$ cat config.mk
export PLATFORM = sky130hd
export DESIGN_NAME = event_router
export DESIGN_NICKNAME = d
export VERILOG_FILES = /design/src/rtl/er_pkg.sv /design/src/rtl/er_sync.sv /design/src/rtl/er_regs.sv /design/src/rtl/er_latch.sv /design/src/rtl/event_router.sv
export SDC_FILE = /design/constraint.sdc
export NUM_CORES = 1
export LEC_CHECK = 0
export BUFFER_PORTS_ARGS = -buffer_cell sky130_fd_sc_hd__buf_2
export CELL_PAD_IN_SITES_DETAIL_PLACEMENT = 0
export CELL_PAD_IN_SITES_GLOBAL_PLACEMENT = 1
export CORE_MARGIN = 4
export CORE_UTILIZATION = 30
export DETAILED_ROUTE_END_ITERATION = 12
export GPL_ROUTABILITY_DRIVEN = 0
export PLACE_DENSITY = 0.65
export SLEW_MARGIN = 20
export SYNTH_ARGS = -nofsm -noshare
export SYNTH_HDL_FRONTEND = slang
export SYNTH_SLANG_ARGS = --single-unit
$ cat constraint.sdc
create_clock -name clk -period 2.7 [get_ports clk]
set_clock_uncertainty 0.2 [all_clocks]
set_input_delay 0.135 -clock clk [delete_from_list [all_inputs] [get_ports clk]]
set_output_delay 0.135 -clock clk [all_outputs]
set_load 0.005 [all_outputs]
$ cat src/rtl/er_pkg.sv
`timescale 1ns/1ps
package er_pkg;
    localparam int ADDR_W = 3;

    typedef enum logic [ADDR_W-1:0] {
        SEL_MODE = 3'd0,
        SEL_POL  = 3'd1,
        SEL_IEN  = 3'd2,
        SEL_WEN  = 3'd3,
        SEL_RAW  = 3'd4,
        SEL_PEND = 3'd5
    } reg_sel_e;
endpackage

$ cat src/rtl/er_sync.sv
`timescale 1ns/1ps
module er_sync #(
    parameter int W      = 24,
    parameter int STAGES = 2
) (
    input  logic         clk,
    input  logic         rst_n,
    input  logic [W-1:0] async_i,
    output logic [W-1:0] sync_o
);
    logic [STAGES-1:0][W-1:0] st_d, st_q;

    always_comb begin
        st_d[0] = async_i;
        for (int s = 1; s < STAGES; s++) begin
            st_d[s] = st_q[s-1];
        end
    end

    always_ff @(posedge clk or negedge rst_n) begin
        if (!rst_n) st_q <= '0;
        else        st_q <= st_d;
    end

    assign sync_o = st_q[STAGES-1];
endmodule

$ cat src/rtl/er_regs.sv
`timescale 1ns/1ps
module er_regs
    import er_pkg::*;
#(
    parameter int N  = 27,
    parameter int DW = 32
) (
    input  logic              clk,
    input  logic              rst_n,
    input  logic              we,
    input  logic [ADDR_W-1:0] addr,
    input  logic [DW-1:0]     wdata,
    input  logic [N-1:0]      raw,
    input  logic [N-1:0]      pend,
    output logic [DW-1:0]     rdata,
    output logic [N-1:0]      mode,
    output logic [N-1:0]      pol,
    output logic [N-1:0]      ien,
    output logic [N-1:0]      wen,
    output logic [N-1:0]      clr
);
    typedef struct packed {
        logic [N-1:0] mode;
        logic [N-1:0] pol;
        logic [N-1:0] ien;
        logic [N-1:0] wen;
    } cfg_t;

    cfg_t cfg_d, cfg_q;
    logic unused_wdata_hi;

    assign unused_wdata_hi = ^wdata[DW-1:N];

    always_comb begin
        cfg_d = cfg_q;
        clr   = '0;
        if (we) begin
            case (addr)
                SEL_MODE: cfg_d.mode = wdata[N-1:0];
                SEL_POL:  cfg_d.pol  = wdata[N-1:0];
                SEL_IEN:  cfg_d.ien  = wdata[N-1:0];
                SEL_WEN:  cfg_d.wen  = wdata[N-1:0];
                SEL_PEND: clr        = wdata[N-1:0];
                default:  ;
            endcase
        end
    end

    always_ff @(posedge clk or negedge rst_n) begin
        if (!rst_n) cfg_q <= '0;
        else        cfg_q <= cfg_d;
    end

    always_comb begin
        case (addr)
            SEL_MODE: rdata = DW'(cfg_q.mode);
            SEL_POL:  rdata = DW'(cfg_q.pol);
            SEL_IEN:  rdata = DW'(cfg_q.ien);
            SEL_WEN:  rdata = DW'(cfg_q.wen);
            SEL_RAW:  rdata = DW'(raw);
            SEL_PEND: rdata = DW'(pend);
            default:  rdata = '0;
        endcase
    end

    assign mode = cfg_q.mode;
    assign pol  = cfg_q.pol;
    assign ien  = cfg_q.ien;
    assign wen  = cfg_q.wen;
endmodule

$ cat src/rtl/er_latch.sv
`timescale 1ns/1ps
module er_latch #(
    parameter int N = 27
) (
    input  logic         clk,
    input  logic         rst_n,
    input  logic [N-1:0] lvl,
    input  logic [N-1:0] mode,
    input  logic [N-1:0] pol,
    input  logic [N-1:0] ien,
    input  logic [N-1:0] wen,
    input  logic [N-1:0] clr,
    output logic [N-1:0] pend_o,
    output logic [N-1:0] edge_o,
    output logic         irq_o,
    output logic         wake_o
);
    typedef struct packed {
        logic [N-1:0] prev;
        logic [N-1:0] pend;
        logic         irq;
        logic         wake;
    } st_t;

    st_t          st_d, st_q;
    logic [N-1:0] rise, fall, edge_sel, direct, live;

    always_comb begin
        rise     = lvl & ~st_q.prev;
        fall     = ~lvl & st_q.prev;
        edge_sel = (rise & ~pol) | (fall & pol);
        direct   = ~mode & (lvl ^ pol);
        live     = st_q.pend | direct;

        st_d      = st_q;
        st_d.prev = lvl;
        // a new edge overrides a clear in the same cycle
        st_d.pend = (st_q.pend & ~clr) | (edge_sel & mode);
        st_d.irq  = |(live & ien);
        st_d.wake = |(live & wen);
    end

    always_ff @(posedge clk or negedge rst_n) begin
        if (!rst_n) st_q <= '0;
        else        st_q <= st_d;
    end

    assign pend_o = st_q.pend;
    assign edge_o = edge_sel;
    assign irq_o  = st_q.irq;
    assign wake_o = st_q.wake;
endmodule

$ cat src/rtl/event_router.sv
`timescale 1ns/1ps
module event_router
    import er_pkg::*;
#(
    parameter int N_EXT  = 24,
    parameter int N_INT  = 3,
    parameter int DW     = 32,
    parameter int STAGES = 2
) (
    input  logic                  clk,
    input  logic                  rst_n,
    input  logic [N_EXT-1:0]      ext_ev,
    input  logic [N_INT-1:0]      int_ev,
    input  logic                  bus_we,
    input  logic [ADDR_W-1:0]     bus_addr,
    input  logic [DW-1:0]         bus_wdata,
    output logic [DW-1:0]         bus_rdata,
    output logic                  irq_o,
    output logic                  wake_o
);
    localparam int N = N_EXT + N_INT;

    logic [N_EXT-1:0] ext_sync;
    logic [N-1:0]     lvl_w, mode_w, pol_w, ien_w, wen_w, clr_w, pend_w, edge_w;

    er_sync #(.W(N_EXT), .STAGES(STAGES)) u_sync (
        .clk    (clk),
        .rst_n  (rst_n),
        .async_i(ext_ev),
        .sync_o (ext_sync)
    );

    assign lvl_w = {int_ev, ext_sync};

    er_regs #(.N(N), .DW(DW)) u_regs (
        .clk  (clk),
        .rst_n(rst_n),
        .we   (bus_we),
        .addr (bus_addr),
        .wdata(bus_wdata),
        .raw  (lvl_w),
        .pend (pend_w),
        .rdata(bus_rdata),
        .mode (mode_w),
        .pol  (pol_w),
        .ien  (ien_w),
        .wen  (wen_w),
        .clr  (clr_w)
    );

    er_latch #(.N(N)) u_latch (
        .clk   (clk),
        .rst_n (rst_n),
        .lvl   (lvl_w),
        .mode  (mode_w),
        .pol   (pol_w),
        .ien   (ien_w),
        .wen   (wen_w),
        .clr   (clr_w),
        .pend_o(pend_w),
        .edge_o(edge_w),
        .irq_o (irq_o),
        .wake_o(wake_o)
    );
endmodule

==> reports/metrics.cfg <==
[global_routing]
grt_pass1_wl_mm=41.2
grt-ovfl-total=0
grt_max_degree=61
grt.total_usage_pct=15.3
antenna_found_initial=0
first_global_vias=7041

[routing]
post-route-drc-count=0
drtAntennaViolNets=0
drtIter0Drc=439
vias_per_cell=5.11
via_count=6720
detail_route.wl_per_cell_microns=19.7
wl_mm=25.9
drt_pre_antenna_iters=5

[cells_and_area]
antenna_cells=0
drive_gt1_share_pct=23.9
nNetsFinal=968
regArea_sq_um=5310
final_core_util_pct=38.1
nFillCells=2997
multiInputGateArea_sq_um=3800
syn_to_final_growth_pct=25.6

[clock_network]
clockBufferDepth=3
cts_resized=0
clock-root-buffer=clkbuf_16
htreeDepth=1
numClockSinks=212
tritoncts=built
cts_setup_buffers=0
clk_pin_slew_ns=0.06
numCtsBuffers=24
clk_latency_ns=0.51

[critical_path]
required_ns=2.87
arrival_ns=2.19
startpoint_type=flop
crit_fanout=5
critPathKind=flop to flop
cp-end-kind=flop

[floorplan]
num_rows=64
die_h_microns=184
core_sq_um=30600
fp.dieArea_sq_um=33800
io_pins=99
die_w_microns=184
floorplan.initialDensity_pct=30.3

[synthesis]
synth_top_area_share_pct=57.2
synth_top_family_by_area=compound AO/OA/AOI/OAI gates
syn-cell-area_sq_um=9280
synth_most_common_cell=dfrtp_1
synthMuxAreaShare_pct=13.2
yosysWarnings=0
async_reset_ff_share_pct=100
yosys.area.top_type=dfrtp_1
synthFlopType=dfrtp_1
synth-seq-area-share_pct=57.2
syn_inst=739
avgSynthCellArea_sq_um=12.6
synth_cell_types=35
synth_area_leaders=dfrtp_1 57%, mux2_2 8.3%, a22oi_1 7.7%
synthAdderAreaFrac_pct=0
synth_compound_area_share_pct=13.8
synthSimpleGateAreaFrac_pct=11.1
synth-xor-area-share_pct=2.45
ys_top_cells_by_count=212 x dfrtp_1, 95 x a22oi_1, 68 x mux2_2
synth-edff-count=0
synth-seq-cells=212

[timing]
finalSetupViolations=0
period_share_pct=74.8
max_freq_ghz=0.495
finalHoldViolCount=0
fin_crit_ns=2.02
slew_violations=0
final.setup.tns_ns=0
rsz0062_at_grt=false

[outcome]
status=finished clean

[pwr]
p_sw_share_pct=28.2
leakage_nw=5.01
p_sw_mw=2.60
pwr-share-comb_pct=17.2
p_seq_share_pct=47.2
clockPowerShare_pct=35.6
power_density_nw_per_um2=788
power.internal_mw=6.60
peakVddDrop_v=0.000431

[place]
port_buffers=88
post-dp-hpwl_mm=16.9

[worst_hold_path]
hp-class=input pin to flop

[job]
cap_violations=0

-- placed cells by master, fill, tap and decap left out, drive strengths merged --
| master | n |
|---|---|
| a22o | 32 |
| conb | 5 |
| nand4b | 2 |
| nand2 | 60 |
| nand3 | 29 |
| o21ai | 26 |
| a21oi | 2 |
| nand4 | 10 |
| bufinv | 2 |
| buf | 110 |
| nand2b | 12 |
| nor3b | 3 |
| clkinvlp | 1 |
| and2 | 4 |
| nor3 | 1 |
| o21bai | 10 |
| xor2 | 16 |
| dfrtp | 212 |
| and3b | 5 |
| nor4 | 2 |
| a2111o | 1 |
| a221oi | 5 |
| mux2i | 1 |
| dlygate4sd3 | 57 |
| xnor2 | 10 |
| nor2 | 17 |
| nand3b | 39 |
| a222oi | 2 |
| a22oi | 95 |
| mux2 | 108 |
| and3 | 1 |
| clkbuf | 35 |
| clkinv | 4 |
-- registers in the layout (all words and copies together), names as in the netlist --
register        cells
u_latch.pend_o     27
u_latch.st_q       27
u_regs.ien         27
u_regs.mode        27
u_regs.pol         27
u_regs.wen         27
u_sync.st_d        24
u_sync.sync_o      24
u_latch.irq_o       1
u_latch.wake_o      1
-- critical path: stages (launching register included) --
cell,delay [ns]
dfrtp_1,0.42
xor2_1,0.19
and3b_1,0.19
a2111o_1,0.37
nor4_1,0.36
nand4b_1,0.14
-- power by group through the flow --
stage,clock network [mW],logic (mW),registers (mW)
2_1_floorplan,0,1.02,4.17
3_3_place_gp,0,1.50,4.36
3_5_place_dp,0,1.53,4.37
4_1_cts,3.37,1.60,4.32
5_1_grt,3.50,1.75,4.42
6_report,3.27,1.58,4.34
-- kinds of logic after synthesis --
group / Yosys count
flip-flops: 212
AND/OR/NAND/NOR: 185
AO/OA/AOI/OAI: 173
multiplexers: 109
buffers and inverters: 33
XOR/XNOR: 26
other: 1
-- timing repair --
action                                  in CTS  in global routing
endpoints found under the setup margin       0                  0
hold buffers                                58                  0
endpoints found under the hold margin      374                  0
-- per-stage QoR --
| stage | setup WS [ns] | hold slack, ns | std cells | cell area (sq um) | power (mW) |
|---|---|---|---|---|---|
| floorplan | 1.02 | -0.361 | 743 | 9300 | 5.19 |
| global route | 0.543 | 0.0682 | 1315 | 11700 | 9.67 |
| global placement | 0.616 | -0.0701 | 1215 | 10300 | 5.86 |
| CTS | 0.613 | 0.0410 | 1315 | 11700 | 9.29 |
| detailed placement | 0.627 | -0.0711 | 1215 | 10300 | 5.90 |
| finish | 0.682 | 0.0632 | 1315 | 11700 | 9.19 |
-- final timing paths --
path | start | to | slack (ns) | depth (start not counted)
max | u_sync.sync_o[12]$_DFF_PN0_ | u_latch.wake_o$_DFF_PN0_ | 0.68 | 5
min | ext_ev[20] | u_sync.st_d[44]$_DFF_PN0_ | 0.06 | 2
max reg2reg | u_sync.sync_o[12]$_DFF_PN0_ | u_latch.wake_o$_DFF_PN0_ | 0.68 | 5
min reg2reg | u_sync.st_d[33]$_DFF_PN0_ | u_sync.sync_o[9]$_DFF_PN0_ | 0.14 | 0
max in group asynchronous | rst_n | u_regs.ien[14]$_DFFE_PN0P_ | 1.36 | 4
min in group asynchronous | rst_n | u_regs.pol[23]$_DFFE_PN0P_ | 0.40 | 3
-- area by class of cell --
class	instances	area share, %
Timing Repair Buffer	167	10.8
Multi-Input combinational cell	498	32.6
Clock inverter	7	0.751
Tap cell	396	4.25
Clock buffer	35	6.12
Sequential cell	212	45.5
-- routing by layer --
layer  vias to the layer above  part of all wire (%)  GRT usage, %
met1                      3429                    45          20.6
li1                       3099                     -             -
met4                         0                   2.4          4.79
met2                       149                    49          25.5
met5                         -                     0             0
met3                        43                   4.3          2.39
(Power assumes the default switching activity.)
